==> src/rtl/uart_irq_pkg.sv <==
package uart_irq_pkg;
  localparam int ADDR_W = 3;
  localparam logic [ADDR_W-1:0] ADDR_IER = 3'd1;
  localparam logic [ADDR_W-1:0] ADDR_IIR = 3'd2;
  localparam logic [ADDR_W-1:0] ADDR_LSR = 3'd5;

  localparam int NUM_SRC   = 4;
  localparam int IER_RX    = 0;
  localparam int IER_TX    = 1;
  localparam int IER_LINE  = 2;
  localparam int IER_MODEM = 3;

  typedef enum logic [3:0] {
    RSN_MODEM = 4'b0000,
    RSN_NONE  = 4'b0001,
    RSN_TX    = 4'b0010,
    RSN_LINE  = 4'b0110,
    RSN_TOUT  = 4'b1100
  } reason_e;

  localparam int LSR_DR   = 0;
  localparam int LSR_OE   = 1;
  localparam int LSR_THRE = 5;
  localparam int LSR_TEMT = 6;
endpackage

==> src/rtl/uart_ier_reg.sv <==
module uart_ier_reg #(
  parameter int W = 4
) (
  input  logic         clk_i,
  input  logic         rst_ni,
  input  logic         we_i,
  input  logic [W-1:0] wdata_i,
  output logic [W-1:0] ier_o
);
  always_ff @(posedge clk_i or negedge rst_ni) begin
    if (!rst_ni)   ier_o <= '0;
    else if (we_i) ier_o <= wdata_i;
  end
endmodule

==> src/rtl/uart_thre_flag.sv <==
module uart_thre_flag (
  input  logic clk_i,
  input  logic rst_ni,
  input  logic set_i,
  input  logic ack_i,
  output logic pend_o
);
  // a new write outranks the acknowledge in the same cycle
  always_ff @(posedge clk_i or negedge rst_ni) begin
    if (!rst_ni)    pend_o <= 1'b0;
    else if (set_i) pend_o <= 1'b1;
    else if (ack_i) pend_o <= 1'b0;
  end
endmodule

==> src/rtl/uart_lsr_status.sv <==
module uart_lsr_status #(
  parameter int CNT_W = 5
) (
  input  logic             clk_i,
  input  logic             rst_ni,
  input  logic             overrun_i,
  input  logic             rd_i,
  input  logic [CNT_W-1:0] rx_count_i,
  output logic             oe_o,
  output logic [7:0]       lsr_o
);
  import uart_irq_pkg::*;

  // event set outranks read clear
  always_ff @(posedge clk_i or negedge rst_ni) begin
    if (!rst_ni)        oe_o <= 1'b0;
    else if (overrun_i) oe_o <= 1'b1;
    else if (rd_i)      oe_o <= 1'b0;
  end

  always_comb begin
    lsr_o           = '0;
    lsr_o[LSR_DR]   = (rx_count_i != '0);
    lsr_o[LSR_OE]   = oe_o;
    lsr_o[LSR_THRE] = 1'b1;
    lsr_o[LSR_TEMT] = 1'b1;
  end
endmodule

==> src/rtl/uart_irq_prio.sv <==
module uart_irq_prio
  import uart_irq_pkg::*;
(
  input  logic [NUM_SRC-1:0] src_i,   // ordered highest priority first
  input  logic [NUM_SRC-1:0] en_i,
  output reason_e            reason_o,
  output logic               irq_o
);
  localparam reason_e CODES [NUM_SRC] = '{RSN_LINE, RSN_TOUT, RSN_TX, RSN_MODEM};

  logic [NUM_SRC-1:0] act;

  for (genvar g = 0; g < NUM_SRC; g++) begin : g_act
    assign act[g] = src_i[g] & en_i[g];
  end

  always_comb begin
    reason_o = RSN_NONE;
    for (int i = NUM_SRC - 1; i >= 0; i--) begin
      if (act[i]) reason_o = CODES[i];
    end
  end

  assign irq_o = |act;
endmodule

==> src/rtl/uart_irq_ident.sv <==
module uart_irq_ident
  import uart_irq_pkg::*;
#(
  parameter int FIFO_DEPTH = 16,
  localparam int CNT_W = $clog2(FIFO_DEPTH + 1)
) (
  input  logic              clk_i,
  input  logic              rst_ni,
  input  logic [ADDR_W-1:0] reg_addr_i,
  input  logic              reg_rd_i,
  input  logic              reg_wr_i,
  input  logic [7:0]        reg_wdata_i,
  output logic [7:0]        reg_rdata_o,
  input  logic [CNT_W-1:0]  rx_count_i,
  input  logic              overrun_i,
  input  logic              thr_wr_i,
  input  logic              modem_delta_i,
  input  logic              fifo_en_i,
  output logic              irq_o
);
  logic [NUM_SRC-1:0] ier_q;
  logic               thre_pend;
  logic               oe_q;
  logic [7:0]         lsr_val;
  logic [7:0]         iir_val;
  reason_e            reason;
  logic               rd_iir, rd_lsr, rd_ier, wr_ier;
  logic               unused_wdata;

  assign unused_wdata = ^reg_wdata_i[7:NUM_SRC];

  assign rd_ier = reg_rd_i && (reg_addr_i == ADDR_IER);
  assign rd_iir = reg_rd_i && (reg_addr_i == ADDR_IIR);
  assign rd_lsr = reg_rd_i && (reg_addr_i == ADDR_LSR);
  assign wr_ier = reg_wr_i && (reg_addr_i == ADDR_IER);

  uart_ier_reg #(.W(NUM_SRC)) u_ier (
    .clk_i   (clk_i),
    .rst_ni  (rst_ni),
    .we_i    (wr_ier),
    .wdata_i (reg_wdata_i[NUM_SRC-1:0]),
    .ier_o   (ier_q)
  );

  uart_thre_flag u_thre (
    .clk_i  (clk_i),
    .rst_ni (rst_ni),
    .set_i  (thr_wr_i),
    .ack_i  (rd_iir && (reason == RSN_TX)),
    .pend_o (thre_pend)
  );

  uart_lsr_status #(.CNT_W(CNT_W)) u_lsr (
    .clk_i      (clk_i),
    .rst_ni     (rst_ni),
    .overrun_i  (overrun_i),
    .rd_i       (rd_lsr),
    .rx_count_i (rx_count_i),
    .oe_o       (oe_q),
    .lsr_o      (lsr_val)
  );

  uart_irq_prio u_prio (
    .src_i    ({modem_delta_i, thre_pend, (rx_count_i != '0), oe_q}),
    .en_i     ({ier_q[IER_MODEM], ier_q[IER_TX], ier_q[IER_RX], ier_q[IER_LINE]}),
    .reason_o (reason),
    .irq_o    (irq_o)
  );

  assign iir_val = {{2{fifo_en_i}}, 2'b00, reason};

  always_comb begin
    unique case (reg_addr_i)
      ADDR_IER: reg_rdata_o = {{(8-NUM_SRC){1'b0}}, ier_q};
      ADDR_IIR: reg_rdata_o = iir_val;
      ADDR_LSR: reg_rdata_o = lsr_val;
      default:  reg_rdata_o = 8'h00;
    endcase
  end
endmodule

==> config.mk <==
export PLATFORM = sky130hd
export DESIGN_NAME = uart_irq_ident
export DESIGN_NICKNAME = d
export VERILOG_FILES = /design/src/rtl/uart_irq_pkg.sv /design/src/rtl/uart_ier_reg.sv /design/src/rtl/uart_thre_flag.sv /design/src/rtl/uart_lsr_status.sv /design/src/rtl/uart_irq_prio.sv /design/src/rtl/uart_irq_ident.sv
export SDC_FILE = /design/constraint.sdc
export NUM_CORES = 1
export LEC_CHECK = 0
export ABC_AREA = 1
export BUFFER_PORTS_ARGS = -buffer_cell sky130_fd_sc_hd__buf_2
export CORE_AREA = 2 2 39 41
export CTS_CLUSTER_DIAMETER = 60
export DETAILED_ROUTE_END_ITERATION = 10
export DIE_AREA = 0 0 41 43
export PLACE_DENSITY = 0.7
export SLEW_MARGIN = 0
export SYNTH_ARGS = -nofsm -noshare
export SYNTH_HDL_FRONTEND = slang
export SYNTH_SLANG_ARGS = --single-unit
==> constraint.sdc <==
create_clock -name clk_i -period 1.35 [get_ports clk_i]
set_clock_uncertainty 0.15 [all_clocks]
set_input_delay 0.2025 -clock clk_i [delete_from_list [all_inputs] [get_ports clk_i]]
set_output_delay 0.2025 -clock clk_i [all_outputs]
set_load 0.05 [all_outputs]
==> impl_results.html, run 1 <==
<table>
<tr><th>Metric</th><th>Value</th></tr>
<tr><th colspan="2">Worst setup path</th></tr>
<tr><td>Crit path max-delay cell type</td><td>sky130_fd_sc_hd__dfrtp_1</td></tr>
<tr><td>Cell-by-cell listing of the critical path</td><td>nand2_2 &gt; inv_4 &gt; a21oi_4 &gt; nand2_4 &gt; o21ai_4 &gt; buf_8</td></tr>
<tr><td>Required time of the critical path</td><td>1000 ps</td></tr>
<tr><td>Buffers and inverters on the worst path</td><td>2</td></tr>
<tr><td>Maximum fanout along the worst path</td><td>3</td></tr>
<tr><td>Type of destination of the critical path</td><td>output pin</td></tr>
<tr><td>CP Data Arrival Time</td><td>1280 ps</td></tr>
<tr><td>Startpoint types</td><td>flip-flop</td></tr>
<tr><td>Crit path kind</td><td>reg -&gt; out</td></tr>
<tr><td>Top delay family on crit path</td><td>flip-flops</td></tr>
<tr><td>Maximum single-stage delay on the critical path</td><td>between 300 and 400 ps</td></tr>
<tr><th colspan="2">Placed design</th></tr>
<tr><td>Instance area after placement</td><td>723 sq um</td></tr>
<tr><td>Setup Slack @ Placement</td><td>-278 ps</td></tr>
<tr><td>Final HPWL DP</td><td>935 microns</td></tr>
<tr><td>Buffers added on ports</td><td>27</td></tr>
<tr><td>GPL Wtd Cong</td><td>between 0.7 and 0.8</td></tr>
<tr><th colspan="2">STA</th></tr>
<tr><td>Worst setup slack after layout</td><td>-287 ps</td></tr>
<tr><td>Crit path time final</td><td>1640 ps</td></tr>
<tr><td>Upper clock frequency limit</td><td>between 0.6 and 0.7 GHz</td></tr>
<tr><td>Min Hold Slack</td><td>26.4 ps</td></tr>
<tr><td>Setup-violating endpoint count in the final report</td><td>5</td></tr>
<tr><td>Fin. max-slew vios</td><td>0</td></tr>
<tr><td>Setup repair after global routing missed its margin</td><td>yes</td></tr>
<tr><td>Final Hold Vio Count</td><td>0</td></tr>
<tr><td>Final clock period utilization by the worst path</td><td>121%</td></tr>
<tr><th colspan="2">Yosys</th></tr>
<tr><td>Number of nets in the synthesized netlist</td><td>86</td></tr>
<tr><td>Number of distinct standard cells referenced by the synthesized netlist</td><td>18</td></tr>
<tr><td>Mapped Avg Cell Area</td><td>6.80 sq um</td></tr>
<tr><td>Number of warnings issued by yosys</td><td>0</td></tr>
<tr><td>Number of synthesized register bits</td><td>6</td></tr>
<tr><td>Sequential element share of the synthesized area</td><td>35.6%</td></tr>
<tr><td>Netlist area before placement</td><td>roughly 420 sq um</td></tr>
<tr><td>Gate count after technology mapping</td><td>62</td></tr>
<tr><th colspan="2">Layout</th></tr>
<tr><td>Multi-input gate area in the final layout</td><td>322 sq um</td></tr>
<tr><td>Layout area overhead</td><td>112%</td></tr>
<tr><td>FILL cells</td><td>approximately 130</td></tr>
<tr><td>Final core utilization</td><td>64.6%</td></tr>
<tr><td>Sequential cell area in the final layout</td><td>151 sq um</td></tr>
<tr><td>Most used cells in the layout excluding fill and tap cells</td><td>sky130_fd_sc_hd__buf_2 (18), sky130_fd_sc_hd__buf_4 (18), sky130_fd_sc_hd__nand2_1 (15), sky130_fd_sc_hd__inv_1 (7)</td></tr>
<tr><td>Fraction of final layout cells with drive strength greater than 1</td><td>about three fifths</td></tr>
<tr><td>Total inserted antenna cells</td><td>0</td></tr>
<tr><td>Area of all placed cells without fillers</td><td>895 sq um</td></tr>
<tr><td>Final layout net count</td><td>134</td></tr>
<tr><th colspan="2">Outcome</th></tr>
<tr><td>Violated checks</td><td>negative setup slack</td></tr>
<tr><td>Outcome</td><td>finished with violations</td></tr>
<tr><th colspan="2">Min path</th></tr>
<tr><td>Path type of the worst min-delay path</td><td>in -&gt; reg</td></tr>
<tr><th colspan="2">Global route</th></tr>
<tr><td>Antenna violations before repair</td><td>0</td></tr>
<tr><td>Residual overflow from global routing</td><td>0</td></tr>
<tr><td>Pin count of the biggest net entering global routing</td><td>7</td></tr>
<tr><td>Global router's overall resource usage</td><td>between 15 and 20%</td></tr>
<tr><td>Number of global-route vias before repair</td><td>between 500 and 600</td></tr>
<tr><td>Wire length of the first global-routing pass</td><td>~2100 microns</td></tr>
<tr><th colspan="2">Floorplanning</th></tr>
<tr><td>Initial core utilization</td><td>a little under a third</td></tr>
<tr><td>Y dimension of the die</td><td>approximately 43 microns</td></tr>
<tr><td>Die Wd</td><td>between 40 and 50 microns</td></tr>
<tr><td>Area of the die</td><td>~0.0018 sq mm</td></tr>
<tr><td>Total core area</td><td>0.00138 sq mm</td></tr>
<tr><td>Rows</td><td>14</td></tr>
<tr><td>Number of top-level pins</td><td>33</td></tr>
<tr><th colspan="2">CTS</th></tr>
<tr><td>Clock insertion delay at the later pin of the skew report</td><td>approximately 240 ps</td></tr>
<tr><td>Clock tree from TritonCTS</td><td>done</td></tr>
<tr><td>Number of clock sinks seen by CTS</td><td>6</td></tr>
<tr><td>Total clock buffers created by CTS</td><td>3</td></tr>
<tr><td>Clock slew at reported path FFs</td><td>about 40 ps</td></tr>
<tr><td>Number of levels the H-tree was split into</td><td>1</td></tr>
<tr><td>Cell chosen for the clock root</td><td>sky130_fd_sc_hd__clkbuf_4</td></tr>
<tr><td>Clock Tree Buf Depth</td><td>2</td></tr>
<tr><th colspan="2">Detailed routing</th></tr>
<tr><td>Residual DRC count</td><td>0</td></tr>
<tr><td>DRT Wirelength</td><td>1370 microns</td></tr>
<tr><td>Number of antenna-violating nets in the routed design</td><td>0</td></tr>
<tr><td>Vias</td><td>570</td></tr>
<tr><td>Via-per-instance ratio</td><td>4.60</td></tr>
<tr><td>Initial DRC Count</td><td>4</td></tr>
<tr><td>Length of the first detailed-routing pass in iterations</td><td>4</td></tr>
<tr><td>Average wire length per cell after detail routing</td><td>11.1 microns</td></tr>
<tr><th colspan="2">Power and ir drop</th></tr>
<tr><td>Leakage component of the power</td><td>0.462 nW</td></tr>
<tr><td>Power density over the cells</td><td>around 940 mW/mm^2</td></tr>
<tr><td>Maximum VDD drop</td><td>0.000510 V</td></tr>
<tr><td>Power after layout</td><td>between 800 and 900 uW</td></tr>
<tr><th colspan="2">Run</th></tr>
<tr><td>Number of max-cap violations</td><td>0</td></tr>
</table>
[through the flow]
step,cells,TNS (ps)
after global routing,124,-1520
after global placement,113,-819
after floorplan,62,-484
after CTS,121,-1310
after detailed placement,113,-1060
final,124,-1210
[flip-flops by register name, indices dropped and copies added, names as in the netlist]
name           flops
u_thre.pend_o      1
u_ier.ier_o        4
u_lsr.oe_o         1
[per-layer routing]
metal / vias to the layer above / wire [microns] / global-route usage (%)
met2: 21 / 803 / 30.3
met5: - / 0 / 0
met4: 0 / 31 / 14.0
met1: 251 / 457 / 17.8
li1: 294 / - / -
met3: 4 / 79 / 1.57
[power breakdown]
group          total, mW  internal, mW  leakage [nW]  switching [mW]
clock              0.159         0.100        0.0138          0.0585
sequential         0.233         0.207        0.0690          0.0251
combinational      0.452         0.203         0.379           0.249
[synthesized netlist by cell type]
master	number	area, sq um
sky130_fd_sc_hd__inv_1	8	30.0
sky130_fd_sc_hd__nand4_1	1	6.26
sky130_fd_sc_hd__nand2_1	18	67.6
sky130_fd_sc_hd__nand3_1	6	30.0
sky130_fd_sc_hd__buf_4	1	7.51
sky130_fd_sc_hd__inv_2	3	11.3
sky130_fd_sc_hd__dfrtp_1	6	150
sky130_fd_sc_hd__o21ai_0	2	10.0
sky130_fd_sc_hd__nor2_1	4	15.0
sky130_fd_sc_hd__nor3_2	1	10.0
sky130_fd_sc_hd__o21ai_1	3	15.0
sky130_fd_sc_hd__a22oi_1	2	15.0
sky130_fd_sc_hd__nand3_2	1	10.0
sky130_fd_sc_hd__nor3_4	1	16.3
sky130_fd_sc_hd__nand2_2	1	6.26
sky130_fd_sc_hd__conb_1	1	3.75
sky130_fd_sc_hd__a21oi_1	2	10.0
sky130_fd_sc_hd__o31ai_1	1	7.51
[final cells by class]
class / count / area share [%]
sequential: 6 / 16.9
multi-input combinational: 44 / 35.9
timing repair buffer: 44 / 35.8
tap: 16 / 2.24
clock buffer: 3 / 2.52
inverter: 11 / 6.57
[cells by family (layout without fill, tap and decap cells)]
kind of cell / Yosys count / in the layout / share of synthesized area [%]
buffers and inverters: 12 / 58 / 11.6
flip-flops: 6 / 6 / 35.6
AND/OR/NAND/NOR: 33 / 33 / 38.3
AO/OA/AOI/OAI: 10 / 10 / 13.6
other: 1 / 1 / 0.889
[timing repair]
item                       CTS  global route
gates resized for setup     17             9
setup endpoints to repair    7             8
hold endpoints to repair     7             0
setup buffers                3             3
hold buffers                 2             0
pin swaps                    3             4
[tightest hold or removal path, cell delays in order]
cell and delay, ps:
sky130_fd_sc_hd__buf_2 80, sky130_fd_sc_hd__inv_1 40, sky130_fd_sc_hd__nand2_1 60
[worst paths after layout]
kind	slack (ps)	depth (start not counted)	to	start
hold reg to reg	350	2	u_thre.pend_o	u_thre.pend_o
hold / removal	30	3	u_thre.pend_o	thr_wr_i
min in group asynchronous	160	2	u_ier.ier_o[3]	rst_ni
setup reg to reg	200	6	u_thre.pend_o	u_lsr.oe_o
setup / recovery	-290	6	reg_rdata_o[0]	u_lsr.oe_o
max in group asynchronous	740	2	u_ier.ier_o[0]	rst_ni
Note: power is estimated with default switching activity, not from simulation.
==> run 2, diff against run 1 <==
Settings changed: CELL_PAD_IN_SITES_DETAIL_PLACEMENT set to 1, CELL_PAD_IN_SITES_GLOBAL_PLACEMENT set to 2, CORE_AREA 2 2 39 41 to not set, CORE_UTILIZATION set to 17, DIE_AREA 0 0 41 43 to not set, PLACE_DENSITY 0.7 to 0.77.
==> run 2 against run 1 <==
Net effect: the flow still finishes with violations (negative setup slack); sequential cell count did not move; hold slack got worse by 19 ps; sequential power barely moved.
==> impl_results.html, run 2 (synthesis gave the netlist of run 1 again) <==
<table>
<tr><th>Metric</th><th>Value</th></tr>
<tr><th colspan="2">STA</th></tr>
<tr><td>Fin. max-slew vios</td><td>0</td></tr>
<tr><td>Crit path time final</td><td>1640 ps</td></tr>
<tr><td>Upper clock frequency limit</td><td>a little over 0.6 GHz</td></tr>
<tr><td>Worst setup slack after layout</td><td>-287 ps</td></tr>
<tr><td>Setup repair after global routing missed its margin</td><td>yes</td></tr>
<tr><td>Final clock period utilization by the worst path</td><td>121%</td></tr>
<tr><td>Setup Total Neg Slack</td><td>-1230 ps</td></tr>
<tr><td>Min Hold Slack</td><td>~7 ps</td></tr>
<tr><td>Setup-violating endpoint count in the final report</td><td>5</td></tr>
<tr><td>Final Hold Vio Count</td><td>0</td></tr>
<tr><th colspan="2">Detailed routing</th></tr>
<tr><td>Number of antenna-violating nets in the routed design</td><td>0</td></tr>
<tr><td>Average wire length per cell after detail routing</td><td>10.7 microns</td></tr>
<tr><td>Residual DRC count</td><td>0</td></tr>
<tr><td>Vias</td><td>581</td></tr>
<tr><td>Length of the first detailed-routing pass in iterations</td><td>3</td></tr>
<tr><td>Via-per-instance ratio</td><td>4.24</td></tr>
<tr><td>DRT Wirelength</td><td>1470 microns</td></tr>
<tr><td>Initial DRC Count</td><td>1</td></tr>
<tr><th colspan="2">Worst setup path</th></tr>
<tr><td>Crit path kind</td><td>reg -&gt; out</td></tr>
<tr><td>Type of destination of the critical path</td><td>output pin</td></tr>
<tr><td>Required time of the critical path</td><td>1000 ps</td></tr>
<tr><td>CP Data Arrival Time</td><td>roughly 1300 ps</td></tr>
<tr><td>Startpoint types</td><td>flip-flop</td></tr>
<tr><td>Maximum fanout along the worst path</td><td>3</td></tr>
<tr><th colspan="2">Layout</th></tr>
<tr><td>Largest register FFs</td><td>4</td></tr>
<tr><td>Finished Layout Cells</td><td>137</td></tr>
<tr><td>Sequential cell area in the final layout</td><td>~150 sq um</td></tr>
<tr><td>Final layout net count</td><td>135</td></tr>
<tr><td>Final core utilization</td><td>between 40% and 50%</td></tr>
<tr><td>Total inserted antenna cells</td><td>0</td></tr>
<tr><td>Fraction of final layout cells with drive strength greater than 1</td><td>60.6%</td></tr>
<tr><td>FILL cells</td><td>275</td></tr>
<tr><td>Most used cells in the layout excluding fill and tap cells</td><td>sky130_fd_sc_hd__buf_2 (16), sky130_fd_sc_hd__buf_4 (16), sky130_fd_sc_hd__nand2_1 (15), sky130_fd_sc_hd__buf_6 (8), sky130_fd_sc_hd__inv_1 (7)</td></tr>
<tr><td>Layout area overhead</td><td>121%</td></tr>
<tr><td>Register with the highest flop count</td><td>u_ier.ier_o</td></tr>
<tr><td>Multi-input gate area in the final layout</td><td>312 sq um</td></tr>
<tr><td>Registers with the highest flip-flop counts</td><td>u_ier.ier_o x4, u_lsr.oe_o x1, u_thre.pend_o x1</td></tr>
<tr><th colspan="2">Placed design</th></tr>
<tr><td>Final HPWL DP</td><td>1210 microns</td></tr>
<tr><td>Buffers added on ports</td><td>27</td></tr>
<tr><td>GPL Wtd Cong</td><td>0.703</td></tr>
<tr><td>Total instance count after detailed placement</td><td>129</td></tr>
<tr><th colspan="2">Min path</th></tr>
<tr><td>Path type of the worst min-delay path</td><td>in -&gt; reg</td></tr>
<tr><th colspan="2">Global route</th></tr>
<tr><td>Residual overflow from global routing</td><td>0</td></tr>
<tr><td>Antenna violations before repair</td><td>0</td></tr>
<tr><td>Pin count of the biggest net entering global routing</td><td>7</td></tr>
<tr><td>Global router's overall resource usage</td><td>13.1%</td></tr>
<tr><td>Number of global-route vias before repair</td><td>580</td></tr>
<tr><td>Wire length of the first global-routing pass</td><td>2490 microns</td></tr>
<tr><th colspan="2">CTS</th></tr>
<tr><td>Clock slew at reported path FFs</td><td>40 ps</td></tr>
<tr><td>Number of levels the H-tree was split into</td><td>1</td></tr>
<tr><td>Clock tree from TritonCTS</td><td>done</td></tr>
<tr><td>Cell chosen for the clock root</td><td>sky130_fd_sc_hd__clkbuf_4</td></tr>
<tr><td>Number of clock sinks seen by CTS</td><td>6</td></tr>
<tr><td>Clock Tree Buf Depth</td><td>2</td></tr>
<tr><td>Total clock buffers created by CTS</td><td>3</td></tr>
<tr><td>Clock insertion delay at the later pin of the skew report</td><td>240 ps</td></tr>
<tr><th colspan="2">Floorplanning</th></tr>
<tr><td>Total core area</td><td>0.00228 sq mm</td></tr>
<tr><td>Number of top-level pins</td><td>33</td></tr>
<tr><td>Y dimension of the die</td><td>51.8 microns</td></tr>
<tr><td>Area of the die</td><td>0.00268 sq mm</td></tr>
<tr><td>Initial core utilization</td><td>18.5%</td></tr>
<tr><td>Die Wd</td><td>51.8 microns</td></tr>
<tr><td>Rows</td><td>17</td></tr>
<tr><th colspan="2">Run</th></tr>
<tr><td>Number of max-cap violations</td><td>0</td></tr>
<tr><th colspan="2">Power and ir drop</th></tr>
<tr><td>Power density over the cells</td><td>~900 mW/mm^2</td></tr>
<tr><td>Maximum VDD drop</td><td>0.000582 V</td></tr>
<tr><td>Power after layout</td><td>~840 uW</td></tr>
<tr><td>Leakage component of the power</td><td>0.475 nW</td></tr>
<tr><th colspan="2">Outcome</th></tr>
<tr><td>Outcome</td><td>finished with violations</td></tr>
<tr><td>Violated checks</td><td>negative setup slack</td></tr>
</table>
==> run 2: changes by cell type in the layout (fill, tap and decap cells not counted), moves of 2 or more <==
| cell | previous run | this run |
|---|---|---|
| sky130_fd_sc_hd__buf_2 | 18 | 16 |
| sky130_fd_sc_hd__buf_6 | 4 | 8 |
| sky130_fd_sc_hd__clkbuf_4 | 3 | 5 |
| sky130_fd_sc_hd__buf_4 | 18 | 16 |
==> run 2: power by group <==
| group | switching [mW] | internal (mW) |
|---|---|---|
| sequential | 0.0247 | 0.207 |
| combinational | 0.244 | 0.202 |
| clock | 0.0606 | 0.100 |
| total | 0.329 | 0.510 |
==> run 2: area by class of cell <==
class	count	area share [%]
timing repair buffer	45	37.6
multi-input combinational	44	33.4
sequential	6	16.2
inverter	11	6.58
tap	28	3.76
clock buffer	3	2.42
==> run 2: per-stage QoR <==
stage | instance area, sq um | setup slack (ps)
after global placement | 768 | -222
final | 932 | -287
after global routing | 932 | -353
after floorplan | 508 | -195
after detailed placement | 768 | -260
after CTS | 906 | -308
==> run 2: metal layers <==
metal | global-route usage, % | vias to the layer above | wire [microns]
met5 | 0 | - | 0
met4 | 2.70 | 0 | 14
met3 | 6.14 | 2 | 82
met2 | 22.9 | 19 | 782
met1 | 14.4 | 265 | 588
li1 | - | 295 | -
==> run 2: what timing repair did <==
item	in CTS	in global routing
buffers inserted	3	1
pin swaps	5	3
hold buffers	1	0
endpoints found under the setup margin	8	8
endpoints found under the hold margin	6	0
gates resized for setup	22	6
==> run 2: final timing paths <==
path,startpoint,endpoint,slack [ps],depth (start not counted)
hold / removal,overrun_i,u_lsr.oe_o,7,3
hold reg to reg,u_ier.ier_o[0],u_ier.ier_o[0],430,2
setup reg to reg,u_lsr.oe_o,u_thre.pend_o,90,7
min in group asynchronous,rst_ni,u_ier.ier_o[2],180,2
max in group asynchronous,rst_ni,u_ier.ier_o[0],710,2
setup / recovery,u_lsr.oe_o,reg_rdata_o[0],-290,6
==> run 2: worst max-delay path: stages (launching register included) <==
cell	delay, ps
sky130_fd_sc_hd__dfrtp_1	390
sky130_fd_sc_hd__nand2_2	100
sky130_fd_sc_hd__inv_4	60
sky130_fd_sc_hd__a21oi_4	140
sky130_fd_sc_hd__nand2_4	70
sky130_fd_sc_hd__o21ai_4	120
sky130_fd_sc_hd__buf_6	170
